===== src/rtl/am_mod_pkg.sv =====
package am_mod_pkg;

  localparam int DEPTH_FRAC  = 8;
  localparam int DEPTH_W     = DEPTH_FRAC + 1;
  localparam int DEPTH_STEPS = 10;
  localparam int PIPE_LAT    = 3;

  typedef struct packed {
    logic               ld1;
    logic               ld2;
    logic               ld3;
    logic [DEPTH_W-1:0] depthQ;
  } amCtl_t;

  // Clamp the depth code into 1..DEPTH_STEPS and turn it into a fraction
  // with DEPTH_FRAC fractional bits, rounded to nearest.
  function automatic logic [DEPTH_W-1:0] depthToQ(input int unsigned code);
    int unsigned c;
    c = (code < 1) ? 1 : ((code > DEPTH_STEPS) ? DEPTH_STEPS : code);
    return DEPTH_W'((c * (32'd1 << DEPTH_FRAC) + DEPTH_STEPS / 2) / DEPTH_STEPS);
  endfunction

endpackage


===== src/rtl/am_mod_ctrl.sv =====
module am_mod_ctrl
  import am_mod_pkg::*;
#(
  parameter int CODE_W     = 4,
  parameter int RESET_CODE = 5
) (
  input  logic              clk,
  input  logic              rstN,
  input  logic              depthWe,
  input  logic [CODE_W-1:0] depthCode,
  input  logic              inValid,
  output amCtl_t            ctl,
  output logic              outValid
);

  localparam logic [DEPTH_W-1:0] RESET_Q = depthToQ(RESET_CODE);

  logic [DEPTH_W-1:0]  depthQReg;
  logic [PIPE_LAT-1:0] vPipe;

  // Depth register: the stage-1 multiply reads the old value on the write edge.
  always_ff @(posedge clk or negedge rstN) begin
    if (!rstN)        depthQReg <= RESET_Q;
    else if (depthWe) depthQReg <= depthToQ(int'(depthCode));
  end

  // Valid shift register that travels alongside the data stages.
  always_ff @(posedge clk or negedge rstN) begin
    if (!rstN) vPipe <= '0;
    else       vPipe <= {vPipe[PIPE_LAT-2:0], inValid};
  end

  always_comb begin
    ctl.ld1    = inValid;
    ctl.ld2    = vPipe[0];
    ctl.ld3    = vPipe[1];
    ctl.depthQ = depthQReg;
  end

  assign outValid = vPipe[PIPE_LAT-1];

endmodule


===== src/rtl/am_mod_dp.sv =====
module am_mod_dp
  import am_mod_pkg::*;
#(
  parameter int CW = 12,
  parameter int MW = 12,
  parameter int OW = 12
) (
  input  logic                 clk,
  input  logic                 rstN,
  input  amCtl_t               ctl,
  input  logic signed [CW-1:0] carrier,
  input  logic signed [MW-1:0] modSample,
  output logic        [OW-1:0] dacCode
);

  localparam int PA_W = MW + DEPTH_W + 1;
  localparam int PB_W = MW + CW;
  localparam int SW   = ((OW > CW) ? OW : CW) + 1;
  localparam logic signed [SW-1:0] SAT_HI = SW'((1 << (OW - 1)) - 1);
  localparam logic signed [SW-1:0] SAT_LO = SW'(-(1 << (OW - 1)));
  localparam logic        [OW-1:0] MID    = OW'(1 << (OW - 1));

  // Stage 1: halve the carrier, scale the modulating sample by the depth
  logic signed [PA_W-1:0] modExt, depthExt, prodA;
  logic signed [MW-1:0]   scaledS1;
  logic signed [CW-1:0]   halfS1;

  assign modExt   = PA_W'(modSample);
  assign depthExt = PA_W'($signed({1'b0, ctl.depthQ}));
  assign prodA    = modExt * depthExt;

  always_ff @(posedge clk or negedge rstN) begin
    if (!rstN) begin
      scaledS1 <= '0;
      halfS1   <= '0;
    end else if (ctl.ld1) begin
      scaledS1 <= MW'((prodA + PA_W'(1 << (DEPTH_FRAC - 1))) >>> DEPTH_FRAC);
      halfS1   <= carrier >>> 1;
    end
  end

  // Stage 2: multiply the scaled tone by the halved carrier
  logic signed [PB_W-1:0] scaledExt, halfExt, prodB;
  logic signed [CW-1:0]   termS2, halfS2;

  assign scaledExt = PB_W'(scaledS1);
  assign halfExt   = PB_W'(halfS1);
  assign prodB     = scaledExt * halfExt;

  always_ff @(posedge clk or negedge rstN) begin
    if (!rstN) begin
      termS2 <= '0;
      halfS2 <= '0;
    end else if (ctl.ld2) begin
      termS2 <= CW'((prodB + PB_W'(1 << (MW - 2))) >>> (MW - 1));
      halfS2 <= halfS1;
    end
  end

  // Stage 3: add the carrier back, align to the output width, saturate, offset
  logic signed [CW:0]    sum;
  logic signed [SW-1:0]  aligned;
  logic signed [OW-1:0]  satVal;

  assign sum = (CW + 1)'(halfS2) + (CW + 1)'(termS2);

  generate
    if (OW > CW) begin : g_widen
      assign aligned = SW'(sum) <<< (OW - CW);
    end else if (OW < CW) begin : g_narrow
      assign aligned = SW'(sum >>> (CW - OW));
    end else begin : g_same
      assign aligned = SW'(sum);
    end
  endgenerate

  always_comb begin
    if (aligned > SAT_HI)      satVal = OW'(SAT_HI);
    else if (aligned < SAT_LO) satVal = OW'(SAT_LO);
    else                       satVal = OW'(aligned);
  end

  always_ff @(posedge clk or negedge rstN) begin
    if (!rstN)        dacCode <= MID;
    else if (ctl.ld3) dacCode <= {~satVal[OW-1], satVal[OW-2:0]};
  end

endmodule


===== src/rtl/am_mod_top.sv =====
module am_mod_top
  import am_mod_pkg::*;
#(
  parameter int CW     = 12,
  parameter int MW     = 12,
  parameter int OW     = 12,
  parameter int CODE_W = 4
) (
  input  logic                 clk,
  input  logic                 rstN,
  input  logic                 depthWe,
  input  logic [CODE_W-1:0]    depthCode,
  input  logic                 inValid,
  input  logic signed [CW-1:0] carrier,
  input  logic signed [MW-1:0] modSample,
  output logic                 outValid,
  output logic [OW-1:0]        dacCode
);

  amCtl_t ctlBus;

  am_mod_ctrl #(.CODE_W(CODE_W), .RESET_CODE(5)) u_ctrl (
    .clk(clk), .rstN(rstN), .depthWe(depthWe), .depthCode(depthCode),
    .inValid(inValid), .ctl(ctlBus), .outValid(outValid)
  );

  am_mod_dp #(.CW(CW), .MW(MW), .OW(OW)) u_dp (
    .clk(clk), .rstN(rstN), .ctl(ctlBus), .carrier(carrier),
    .modSample(modSample), .dacCode(dacCode)
  );

endmodule


===== config.mk =====
export PLATFORM = sky130hd
export DESIGN_NAME = am_mod_top
export DESIGN_NICKNAME = d
export VERILOG_FILES = /design/src/rtl/am_mod_pkg.sv /design/src/rtl/am_mod_ctrl.sv /design/src/rtl/am_mod_dp.sv /design/src/rtl/am_mod_top.sv
export SDC_FILE = /design/constraint.sdc
export NUM_CORES = 1
export LEC_CHECK = 0
export BUFFER_PORTS_ARGS = -buffer_cell sky130_fd_sc_hd__buf_4
export CORE_UTILIZATION = 66
export CTS_CLUSTER_DIAMETER = 30
export DETAILED_ROUTE_END_ITERATION = 8
export HOLD_SLACK_MARGIN = 0.05
export PLACE_DENSITY = 0.86
export SYNTH_ARGS = -nofsm -noshare
export SYNTH_HDL_FRONTEND = slang
export SYNTH_SLANG_ARGS = --single-unit

===== constraint.sdc =====
create_clock -name clk -period 8.72 [get_ports clk]
set_input_delay 0.872 -clock clk [delete_from_list [all_inputs] [get_ports clk]]
set_output_delay 0.872 -clock clk [all_outputs]
set_load 0.01 [all_outputs]

==> results.cfg <==
[synth]
synth_area_leaders = sky130_fd_sc_hd__fa_1, sky130_fd_sc_hd__dfrtp_1, sky130_fd_sc_hd__ha_1, sky130_fd_sc_hd__inv_1, sky130_fd_sc_hd__and2_1
synth_xor_xnor_area_share_pct = 3.79
postSynthNetCount = 1813
ys_types = 101
synthesis.instances = 1434
postSynthRegisterBits = 70
number_of_enable_flip_flop_cells_after_synthesis = 0
post_synth_fa_ha_maj_area_fraction_pct = 43.5
synth_mux_area_share_pct = 4.07
ys_seq_area_share_pct = 12.9
synth_ff_type = sky130_fd_sc_hd__dfrtp_1
synth_area_per_cell_um2 = 9.51
synth_top_family_by_area = adder cells
netlist_area_um2 = 13600
proportion_of_register_bits_with_asynchronous_set_or_reset_after_synthesis_pct = 100
synth_largest_type_area_fraction_pct = 31.1
post_synth_most_frequent_cells = sky130_fd_sc_hd__inv_1, sky130_fd_sc_hd__fa_1, sky130_fd_sc_hd__nand2_1, sky130_fd_sc_hd__ha_1, sky130_fd_sc_hd__and2_1
synthDominantAreaCellType = sky130_fd_sc_hd__fa_1
synth_compound_gate_area_share_pct = 11.2
count_of_warnings_emitted_by_yosys = 0
synth_most_common_cell = sky130_fd_sc_hd__inv_1
synth-simple-area-share_pct = 15.8

[placement]
globalplace.congestion = 0.894
io_buffer_count = 43
post-dp-hpwl_um = 23300
placed_cells = 1702

[final_layout]
drive_gt1_share_pct = 10.9
area_growth_pct = 6.06
final_cell_count_no_fill = 1718
antennaDiodeCount = 0
layout.nets = 1822

[timing]
max_slew_margin_pct = 33.1
worst_clock_skew_ps = 9.52
post-route-min-period_ps = 8080
finalMaxSlewViolations = 0
rsz_0062_raised_after_global_routing = false
finalSetupTns_ps = 0
achievable-frequency_mhz = 124
hold_viol = 0
transition_time_of_the_tightest_slew_check_pin_ps = 1000
period_share_pct = 92.7
setup_viol = 0

[worst_setup_path]
cp_common_cell = sky130_fd_sc_hd__ha_1
cp_slowest_cell = sky130_fd_sc_hd__or4_4
worstSetupPathType = in2reg
r2r_slack_ps = 1800
crit_start = depthCode[1]
worstPathArrival_ps = 8350
required_time_of_the_worst_setup_path_ps = 8990
r2r-start = u_dp.halfS1[3]
worst_setup_path_start_kind = primary input
endpoint_kind = flip-flop
reg2regPathDepth = 25
worstReg2RegEnd = u_dp.termS2[10]
worst_setup_path_endpoint = u_ctrl.depthQReg[0]
crit_fanout = 16
critical_path.max_stage_delay_ps = 560

[routing]
wirelength_um = 28600
vias_per_cell = 5.82
drt_first_pass_iters = 7
drt_drc_violations_left = 0
number_of_routed_nets_with_antenna_violations = 0
wl_per_cell_um = 16.7
drt_first_iter_violations = 465
vias = 9998

[die]
initial_utilization_pct = 67.4
die_h_um = 146
floorplan.core_area_um2 = 20200
ios = 45
die-area_um2 = 21200
die_width_um = 146
fp-row-count = 52

[global_routing]
vias_in_the_first_global_route = 10900
grt_overflow_total = 0
grt_antenna_before_repair = 0
grt_start_max_net_pins = 71
grt_use_total_pct = 29.2
grt_first_pass_wirelength_um = 50100

[clock_network]
cts.clk_slew.worst_paths_ps = 60
cts.hold.buffers_added = 0
clock_tree.buffer_depth = 2
cts_sinks = 70
ctsHtreeMaxLevel = 3
root_buffer = sky130_fd_sc_hd__clkbuf_16
cts_tree = yes
numCtsBuffers = 9
clkLatencyLatePin_ps = 350
postCtsSetupRepairBufs = 0
ctsResizeCount = 0

[outcome]
outcome = finished clean

[job]
drv_cap = 0

[min_path]
type_of_the_most_critical_hold_path = reg2reg
[state kept, by name (all words and copies together) (netlist names)]
signal and cells:
u_ctrl.vPipe 3, u_dp.termS2 12, u_dp.halfS1 11, u_ctrl.depthQReg 9, u_dp.scaledS1 12, u_dp.halfS2 11
u_dp.dacCode 12
[worst max-delay path: cells and delay by family]
family	cells	cell delay, ps
adder cells (fa/ha/maj)	7	1870
AND/OR/NAND/NOR	11	2640
AO/OA/AOI/OAI	10	2390
buffers and inverters	4	560
[cell usage in the layout (no fill, tap or decap), drive strengths merged, types with 4 or more instances in the layout]
cell	netlist	layout
a31o	4	4
o41ai	4	4
and2	124	124
nor3	11	11
o22ai	5	5
nor2	42	42
a211o	6	6
a21oi	45	45
a211oi	5	5
and3	7	7
dfrtp	68	68
nand2b	17	17
o211ai	18	18
a31oi	9	9
clkbuf	45	10
nand2	141	141
nand3	13	13
o21ai	41	41
mux2i	9	9
nor4	5	5
xnor2	50	50
fa	212	212
xor2	9	9
or3	7	7
ha	135	135
o21bai	10	10
o2bb2ai	4	4
buf	10	53
inv	251	252
a21o	14	14
mux2	41	41
nor2b	7	7
[cell type report]
type | instances | area [µm²]
multi-input combinational | 1058 | 10700
fill | 1423 | 5770
sequential | 70 | 1750
inverter | 251 | 947
timing repair buffer | 53 | 398
tap | 270 | 338
clock buffer | 10 | 229
clock inverter | 6 | 93.8
[metal layers]
layer / track usage (%) / wire (µm) / vias to the layer above
met1: 35.8 / 11500 / 5061
li1: - / - / 4628
met5: 0 / 0 / -
met3: 3.79 / 1150 / 69
met2: 53.0 / 15200 / 240
met4: 9.84 / 837 / 0
[stage by stage]
step | setup WS, ps | util (%) | hold slack, ps | cell area (µm²)
detailed placement | 188 | 69.8 | 463 | 14100
global placement | 381 | 69.8 | 457 | 14100
floorplan | 279 | - | 352 | 13600
global route | 49.7 | 71.5 | 498 | 14500
CTS | 527 | 71.4 | 473 | 14400
finish | 640 | 71.5 | 467 | 14500
[worst min-delay path by stage]
stage	startpoint	to	slack, ps	cells past startpoint
floorplan	u_ctrl.vPipe[0]	u_ctrl.vPipe[1]	350	0
global placement	u_dp.dacCode[11]	u_dp.dacCode[11]	460	2
detailed placement	u_dp.dacCode[11]	u_dp.dacCode[11]	460	2
CTS	u_dp.dacCode[11]	u_dp.dacCode[11]	470	2
global route	u_dp.dacCode[11]	u_dp.dacCode[11]	500	2
finish	u_dp.dacCode[11]	u_dp.dacCode[11]	470	2
[cell families after synthesis]
kind of cell	after synthesis
AO/OA/AOI/OAI	203
AND/OR/NAND/NOR	399
buffers and inverters	306
flip-flops	70
adder cells (fa/ha/maj)	347
XOR/XNOR	59
multiplexers	50
Power is left out: the tool's default activity adds up to more than one toggle a clock period on the data nets, which glitch-free logic cannot reach.
